<file path="config.mk">
export PLATFORM = sky130hd
export DESIGN_NAME = vga_dual_compositor
export DESIGN_NICKNAME = d
export VERILOG_FILES = /design/src/rtl/vdc_pkg.sv /design/src/rtl/vdc_window_decode.sv /design/src/rtl/vdc_pattern_rom.sv /design/src/rtl/vdc_key_mask.sv /design/src/rtl/vga_dual_compositor.sv
export SDC_FILE = /design/constraint.sdc
export NUM_CORES = 1
export LEC_CHECK = 0
export ABC_AREA = 1
export ABC_CLOCK_PERIOD_IN_PS = 5500
export BUFFER_PORTS_ARGS = -buffer_cell sky130_fd_sc_hd__buf_2
export CELL_PAD_IN_SITES_DETAIL_PLACEMENT = 1
export CELL_PAD_IN_SITES_GLOBAL_PLACEMENT = 1
export CORE_MARGIN = 8
export CORE_UTILIZATION = 38
export DETAILED_ROUTE_END_ITERATION = 16
export PLACE_DENSITY_LB_ADDON = 0.1
export SLEW_MARGIN = 20
export SYNTH_ARGS = -nofsm -noshare
export SYNTH_HDL_FRONTEND = slang
export SYNTH_HIERARCHICAL = 1
export SYNTH_SLANG_ARGS = --single-unit
</file>
<file path="constraint.sdc">
create_clock -name clk -period 5.5 [get_ports clk]
set_clock_uncertainty 0.15 [all_clocks]
set_input_delay 1.1 -clock clk [delete_from_list [all_inputs] [get_ports clk]]
set_output_delay 1.1 -clock clk [all_outputs]
set_load 0.03 [all_outputs]
</file>
<file path="src/rtl/vdc_pkg.sv">
package vdc_pkg;

  typedef enum logic [1:0] {
    WIN_NONE  = 2'd0,
    WIN_LEFT  = 2'd1,
    WIN_RIGHT = 2'd2
  } win_e;

  typedef struct packed {
    logic r;
    logic g;
    logic b;
  } rgb_t;

endpackage

</file>
<file path="src/rtl/vdc_window_decode.sv">
module vdc_window_decode
  import vdc_pkg::*;
#(
  parameter int CW      = 10,
  parameter int IMG_W   = 224,
  parameter int IMG_H   = 224,
  parameter int LEFT_X  = 96,
  parameter int RIGHT_X = 416,
  parameter int TOP_Y   = 128,
  parameter int AW      = 16
) (
  input  logic [CW-1:0] hcount,
  input  logic [CW-1:0] vcount,
  input  logic          active,
  output win_e          win,
  output logic [AW-1:0] addr
);

  localparam int NWIN = 2;
  localparam logic [CW-1:0] Y_LO = CW'(TOP_Y);
  localparam logic [CW-1:0] Y_HI = CW'(TOP_Y + IMG_H);

  logic            row_hit;
  logic [CW-1:0]   row_off;
  logic [NWIN-1:0] col_hit;
  logic [CW-1:0]   col_off [NWIN];
  logic [CW-1:0]   sel_col;

  assign row_hit = (vcount >= Y_LO) && (vcount < Y_HI);
  assign row_off = vcount - Y_LO;

  // one column comparator per window copy
  for (genvar i = 0; i < NWIN; i++) begin : g_win
    localparam int START = (i == 0) ? LEFT_X : RIGHT_X;
    localparam logic [CW-1:0] X_LO = CW'(START);
    localparam logic [CW-1:0] X_HI = CW'(START + IMG_W);
    assign col_hit[i] = (hcount >= X_LO) && (hcount < X_HI);
    assign col_off[i] = hcount - X_LO;
  end

  always_comb begin
    win     = WIN_NONE;
    sel_col = '0;
    if (active && row_hit) begin
      if (col_hit[0]) begin
        win     = WIN_LEFT;
        sel_col = col_off[0];
      end else if (col_hit[1]) begin
        win     = WIN_RIGHT;
        sel_col = col_off[1];
      end
    end
  end

  // constant multiply folds into shifts and adds
  always_comb begin
    if (win == WIN_NONE) addr = '0;
    else                 addr = AW'(row_off) * AW'(IMG_W) + AW'(sel_col);
  end

endmodule

</file>
<file path="src/rtl/vdc_pattern_rom.sv">
module vdc_pattern_rom
  import vdc_pkg::*;
#(
  parameter int AW = 16
) (
  input  logic          clk,
  input  logic          rst,
  input  logic          en,
  input  logic [AW-1:0] addr,
  output rgb_t          q
);

  // built-in test picture: diagonal bands of all eight colours
  function automatic rgb_t pattern(input logic [AW-1:0] a);
    logic [2:0] s;
    s = a[7:5] + a[12:10];
    return rgb_t'(s);
  endfunction

  always_ff @(posedge clk) begin
    if (rst)     q <= '0;
    else if (en) q <= pattern(addr);
  end

endmodule

</file>
<file path="src/rtl/vdc_key_mask.sv">
module vdc_key_mask #(
  parameter logic [2:0] SECRET = 3'b010
) (
  input  logic [2:0] key,
  output logic [2:0] mask
);

  // zero mask when the entered code is right
  assign mask = key ^ SECRET;

endmodule

</file>
<file path="src/rtl/vga_dual_compositor.sv">
module vga_dual_compositor
  import vdc_pkg::*;
#(
  parameter int         CW      = 10,
  parameter int         IMG_W   = 224,
  parameter int         IMG_H   = 224,
  parameter int         LEFT_X  = 96,
  parameter int         RIGHT_X = 416,
  parameter int         TOP_Y   = 128,
  parameter logic [2:0] SECRET  = 3'b010,
  parameter int         AW      = $clog2(IMG_W * IMG_H)
) (
  input  logic          clk,
  input  logic          rst,
  input  logic          pix_en,
  input  logic [CW-1:0] hcount,
  input  logic [CW-1:0] vcount,
  input  logic          active,
  input  logic [2:0]    key_sw,
  output logic [AW-1:0] rom_addr,
  output logic          red,
  output logic          green,
  output logic          blue
);

  win_e       win_d;
  win_e       win_q;
  logic [2:0] mask_d;
  logic [2:0] mask_q;
  rgb_t       pix_q;
  rgb_t       pix_out;

  vdc_window_decode #(
    .CW(CW), .IMG_W(IMG_W), .IMG_H(IMG_H),
    .LEFT_X(LEFT_X), .RIGHT_X(RIGHT_X), .TOP_Y(TOP_Y), .AW(AW)
  ) u_decode (
    .hcount (hcount),
    .vcount (vcount),
    .active (active),
    .win    (win_d),
    .addr   (rom_addr)
  );

  vdc_pattern_rom #(.AW(AW)) u_rom (
    .clk  (clk),
    .rst  (rst),
    .en   (pix_en),
    .addr (rom_addr),
    .q    (pix_q)
  );

  vdc_key_mask #(.SECRET(SECRET)) u_mask (
    .key  (key_sw),
    .mask (mask_d)
  );

  // align selection and mask with the one-cycle memory read
  always_ff @(posedge clk) begin
    if (rst) begin
      win_q  <= WIN_NONE;
      mask_q <= '0;
    end else if (pix_en) begin
      win_q  <= win_d;
      mask_q <= mask_d;
    end
  end

  always_comb begin
    case (win_q)
      WIN_LEFT:  pix_out = pix_q;
      WIN_RIGHT: pix_out = pix_q ^ rgb_t'(mask_q);
      default:   pix_out = '0;
    endcase
  end

  assign red   = pix_out.r;
  assign green = pix_out.g;
  assign blue  = pix_out.b;

endmodule

</file>
**Yosys cells after proc, flatten, opt, wreduce, memory -nomap -nowiden**

Cells that the tools add are included.

- Register bits: 8
- Input bits: 27

- $add $sub $neg: 5
- Multipliers: 1
- Order comparisons: 6
- Equal/unequal tests: 2
- Muxes and demuxes: 8
- Bitwise operators: 2
- Reduce and logical (&&, ||, !) cells: 5

Operators with widths:

| cell | number |
|---|---|
| $mux W10 | 3 |
| $lt A10 B9 Y1 const B | 2 |
| $add A16 B10 Y16 | 1 |
| $mux W16 | 1 |
| $mul A10 B3 Y11 const B | 1 |
| $ge A10 B7 Y1 const B | 1 |
| $ge A10 B8 Y1 const B | 1 |
| $ge A10 B9 Y1 const B | 1 |
| $lt A10 B10 Y1 const B | 1 |
| $sub A10 B7 Y10 const B | 1 |
| $sub A10 B8 Y10 const B | 1 |
| $sub A10 B9 Y10 const B | 1 |
| $mux W2 | 3 |
| $pmux W3 S2 | 1 |
| $logic_and A1 B1 Y1 | 4 |
| $add A3 B3 Y3 | 1 |
| $xor A3 B3 Y3 | 1 |
| $eq A2 B1 Y1 const B | 1 |
| $eq A2 B2 Y1 const B | 1 |
| $logic_not A2 Y1 | 1 |
| $not A1 Y1 | 1 |

**Longest topological paths before layout**

- Depth after elaboration: 8
- Gate-level depth with buffers: 27
- Gate-level depth less buffers: 27

**Cells and area by module**

Netlist, hierarchy kept.

Modules (own cells, without submodules):

| module | instances | cells each | area an instance (µm²) | sequential area each (µm²) |
|---|---|---|---|---|
| vdc_window_decode | 1 | 263 | 1597.8 | 0.0 |
| vga_dual_compositor | 1 | 50 | 296.5 | 100.1 |
| vdc_pattern_rom | 1 | 25 | 175.2 | 60.1 |
| vdc_key_mask | 1 | 3 | 18.8 | 0.0 |

**Worst setup path after synthesis**

No wires, ideal clock.

- Path type: input to output
- Start: input port vcount[7]
- End: output port rom_addr[15]
- Arrival time: 3.735 ns
- Required time: 4.250 ns
- Path slack: 0.515 ns
- Stages: 23
- Buffers on the path: 1
- Path through: inv_1 -> ha_1 -> nand2_1 -> nand3_1 -> nand2_1 -> nor2_1 -> nor2_2 -> nand2_2 -> nand2_4 -> inv_4 -> buf_12 -> nor2_4 -> ha_1 -> fa_1 -> nand3_1 -> nand2_1 -> nand2_1 -> nand2_1 -> nand3_1 -> nor2_1 -> nand3_1 -> nand2_1 -> nor2_1

- Cells in the longest elaborated chain, start to end: 6
- Elaborated cells between the ends (all ways): 11
- Those cells by class: add/sub (2); mul (1); order compare (2); mux (3); reduce/logical (3)

Ends and longest elaborated chain:

| item | line | RTL |
|---|---|---|
| start, declared | vga_dual_compositor.sv:17 | `input logic [CW-1:0] vcount,` |
| branches (longest 5 deep; another with $add A16 B10 Y16) | -- |  |
| $mux W16 (*) | vdc_window_decode.sv:57 | `if (win == WIN_NONE) addr = '0;` |
| end, declared | vga_dual_compositor.sv:20 | `output logic [AW-1:0] rom_addr,` |

Every way passes the cells marked *.

**Worst setup path in the final report**

- Start: input port vcount[0]
- End: output port rom_addr[15]

The elaborated chain is that of the path after synthesis.

==> results.py <==
metrics = {
    "run_status": {
        "status": "complete, no violations",
    },
    "worst_setup_path": {
        "r2r_slack_ns": 4.69,
        "worstSetupPathDepth": 16,
        "worstReg2RegEnd": "u_rom/q[2]$_SDFFE_PP0P_",
        "path_delay_family": "adder cells",
        "critical_path.max_fanout": 5,
        "crit_required_ns": 4.25,
        "startpoint": "vcount[0]",
        "cp.arrival_ns": 3.91,
        "worst-path-buf-inv": 4,
        "critPathLaunchType": "primary input",
        "crit_type": "primary input to output port",
        "crit_path_end_kind": "output port",
        "crit_end": "rom_addr[15]",
        "cpMaxStageDelayCell": "fa_1",
        "r2r-start": "u_rom/q[2]$_SDFFE_PP0P_",
        "cpPeakStageDelay_ns": 0.54,
        "cpMostUsedCell": "nand2_1",
        "crit_chain": "buf_2 -> fa_1 -> ha_1 -> inv_1 -> fa_1 -> inv_1 -> ha_1 -> nand3_1 -> nand2_1 -> nand2_1 -> nand2_1 -> nand3_1 -> nor2_1 -> a21oi_1 -> nor2_1 -> buf_2",
        "r2r_cells": 4,
    },
    "cells_and_area": {
        "fin_area_um2": 2420,
        "area_growth_pct": 16.0,
        "final_net_count": 451,
        "drive_above_1_share": 0.209,
        "diodes": 0,
    },
    "hold_path": {
        "hold_class": "register to register",
    },
    "clock_tree": {
        "clock_latency_ns": 0.22,
        "cts_sinks": 8,
        "cts_tree": "done",
        "cts_resized": 0,
        "cts_buffer_depth": 2,
        "cts_buffers": 3,
        "cts_setup_buffers": 0,
        "h-tree-depth": 1,
        "cts_hold_buffers": 0,
        "clk_pin_slew_ns": 0.04,
        "cts-root-buf": "clkbuf_8",
    },
    "grt": {
        "antenna_found_initial": 0,
        "grt_pass1_vias": 2276,
        "grt_max_degree": 12,
        "track_usage": 0.139,
        "grt_pass1_wl_um": 9850,
        "grt_overflow_total": 0,
    },
    "synthesis": {
        "synth_cell_types": 29,
        "ys_ff_latch": 8,
        "synth_warnings": 6,
        "netlist.area_leader.share": 0.169,
        "netlist_area_um2": 2090,
        "synth_top_flop_cell": "dfxtp_1",
        "yosys-mux-area-fraction": 0,
        "synth_compound_area_frac": 0.0803,
        "synth_area_leaders": "nand2_1 17%, ha_1 16%, inv_1 11%",
        "synth.most_common_cell": "nand2_1",
        "synth-async-reset-ratio": 0,
        "synthAdderAreaFrac": 0.242,
        "ys_top_cells_by_count": "94 x nand2_1, 60 x inv_1, 39 x nor2_1",
        "yosysSeqAreaShare": 0.0767,
        "synthesis.instances": 341,
        "synth_top_family_by_area": "simple AND/OR/NAND/NOR gates",
        "synthSimpleGateAreaFrac": 0.416,
        "synth_xor_area_frac": 0.0461,
        "synth_top_area_cell": "nand2_1",
        "synth-edff-count": 0,
        "synth_nets": 403,
        "syn_avg_cell_area_um2": 6.12,
    },
    "floorplan": {
        "core.rowCount": 27,
        "die-area_um2": 8120,
        "design.portCount": 46,
        "initial_utilization": 0.386,
        "die_x_um": 90.1,
        "die_h_um": 90.1,
        "coreArea_um2": 5410,
    },
    "routing": {
        "drtIter0Drc": 52,
        "wl_per_cell_um": 11.9,
        "routed_wl_um": 5450,
        "drc": 0,
        "drtAntennaViolNets": 0,
        "avgViaCountPerCell": 4.71,
        "firstDrtPassIters": 4,
        "num_vias": 2164,
    },
    "timing": {
        "fmax_ghz": 0.194,
        "finalSetupViolCount": 0,
        "setup_ws_ns": 0.337,
        "post-route-period-util": 0.939,
        "rsz0062_at_grt": "false",
        "hold_ws_ns": 0.326,
        "tightest_slew_ns": 0.300,
        "hold_viol": 0,
        "finalCriticalPeriod_ns": 5.16,
        "relSlewSlack": 0.798,
        "setup_tns_ns": 0,
        "report.final.slew_viol_count": 0,
    },
    "placement": {
        "gp_congestion": 0.744,
        "place_worst_setup_slack_ns": 0.288,
        "numPortBuffers": 45,
        "dp_hpwl_um": 4890,
        "dpl_cell_area_um2": 2380,
    },
    "power": {
        "p_leak_nw": 1.33,
        "vdd_drop_max_mv": 0.0849,
        "power_density_nw_per_um2": 169,
    },
    "flow_run": {
        "maxCapViolCount": 0,
    },
}
[layout by cell type (no fill, tap or decap), drive strengths merged]
| master | instances |
|---|---|
| a21boi | 1 |
| a21oi | 20 |
| a31o | 1 |
| buf | 45 |
| clkbuf | 4 |
| dfxtp | 8 |
| fa | 9 |
| ha | 26 |
| inv | 67 |
| nand2 | 99 |
| nand3 | 30 |
| nand4 | 3 |
| nor2 | 52 |
| nor3 | 3 |
| o21ai | 5 |
| o21bai | 1 |
| or2 | 1 |
| or3 | 1 |
| xnor2 | 8 |
| xor2 | 3 |
[registers in the layout (all words and copies together), names as in the netlist]
name	count
mask_q	3
u_rom/q	3
win_q	2
[worst min-delay path by stage]
| stage | from | end | slack (ns) | cells past startpoint |
|---|---|---|---|---|
| final | mask_q[2]$_SDFFE_PP0P_ | mask_q[2]$_SDFFE_PP0P_ | 0.33 | 2 |
| after floorplan | u_rom/q[0]$_SDFFE_PP0P_ | u_rom/q[0]$_SDFFE_PP0P_ | 0.30 | 2 |
| after CTS | mask_q[2]$_SDFFE_PP0P_ | mask_q[2]$_SDFFE_PP0P_ | 0.32 | 2 |
| after global placement | mask_q[1]$_SDFFE_PP0P_ | mask_q[1]$_SDFFE_PP0P_ | 0.31 | 2 |
| after global routing | mask_q[2]$_SDFFE_PP0P_ | mask_q[2]$_SDFFE_PP0P_ | 0.34 | 2 |
| after detailed placement | mask_q[2]$_SDFFE_PP0P_ | mask_q[2]$_SDFFE_PP0P_ | 0.32 | 2 |
[stage by stage]
| step | utilization | power, mW | cells |
|---|---|---|---|
| floorplan | - | 0.274 | 341 |
| global placement | 0.440 | 0.339 | 456 |
| detailed placement | 0.440 | 0.345 | 456 |
| CTS | 0.447 | 0.416 | 459 |
| global route | 0.448 | 0.461 | 459 |
| finish | 0.448 | 0.410 | 459 |
[cells by family after synthesis]
group / count (synthesis)
flip-flops: 8
AND/OR/NAND/NOR: 189
buffers and inverters: 70
adder cells (fa/ha/maj): 35
AO/OA/AOI/OAI: 28
XOR/XNOR: 11
[worst min-delay path, cell delays in order, from the launching register on]
cell and delay [ns]:
dfxtp_1 0.31, nand2_1 0.06, a21oi_1 0.05
[cell type report]
cell class | count | area (um^2)
fillers | 797 | 2980
multi-input cells | 263 | 1640
repair buffers | 46 | 235
clock buffers | 3 | 41.3
flip-flops and latches | 8 | 160
inverters | 67 | 254
well taps | 72 | 90.1
[routing by layer]
| metal | GRT usage | share of wire | vias up |
|---|---|---|---|
| met1 | 0.148 | 0.43 | 994 |
| met5 | 0 | 0 | - |
| met4 | 0.0319 | 0.010 | 0 |
| met2 | 0.280 | 0.53 | 30 |
| li1 | - | - | 1136 |
| met3 | 0.0175 | 0.028 | 4 |
[report_power, final]
group / internal, mW / switching (mW) / total, mW
registers: 0.0606 / 0.00168 / 0.0623
logic: 0.0989 / 0.180 / 0.279
clock network: 0.0473 / 0.0215 / 0.0688
total: 0.207 / 0.204 / 0.410
Power figures use the tool's default switching activity.
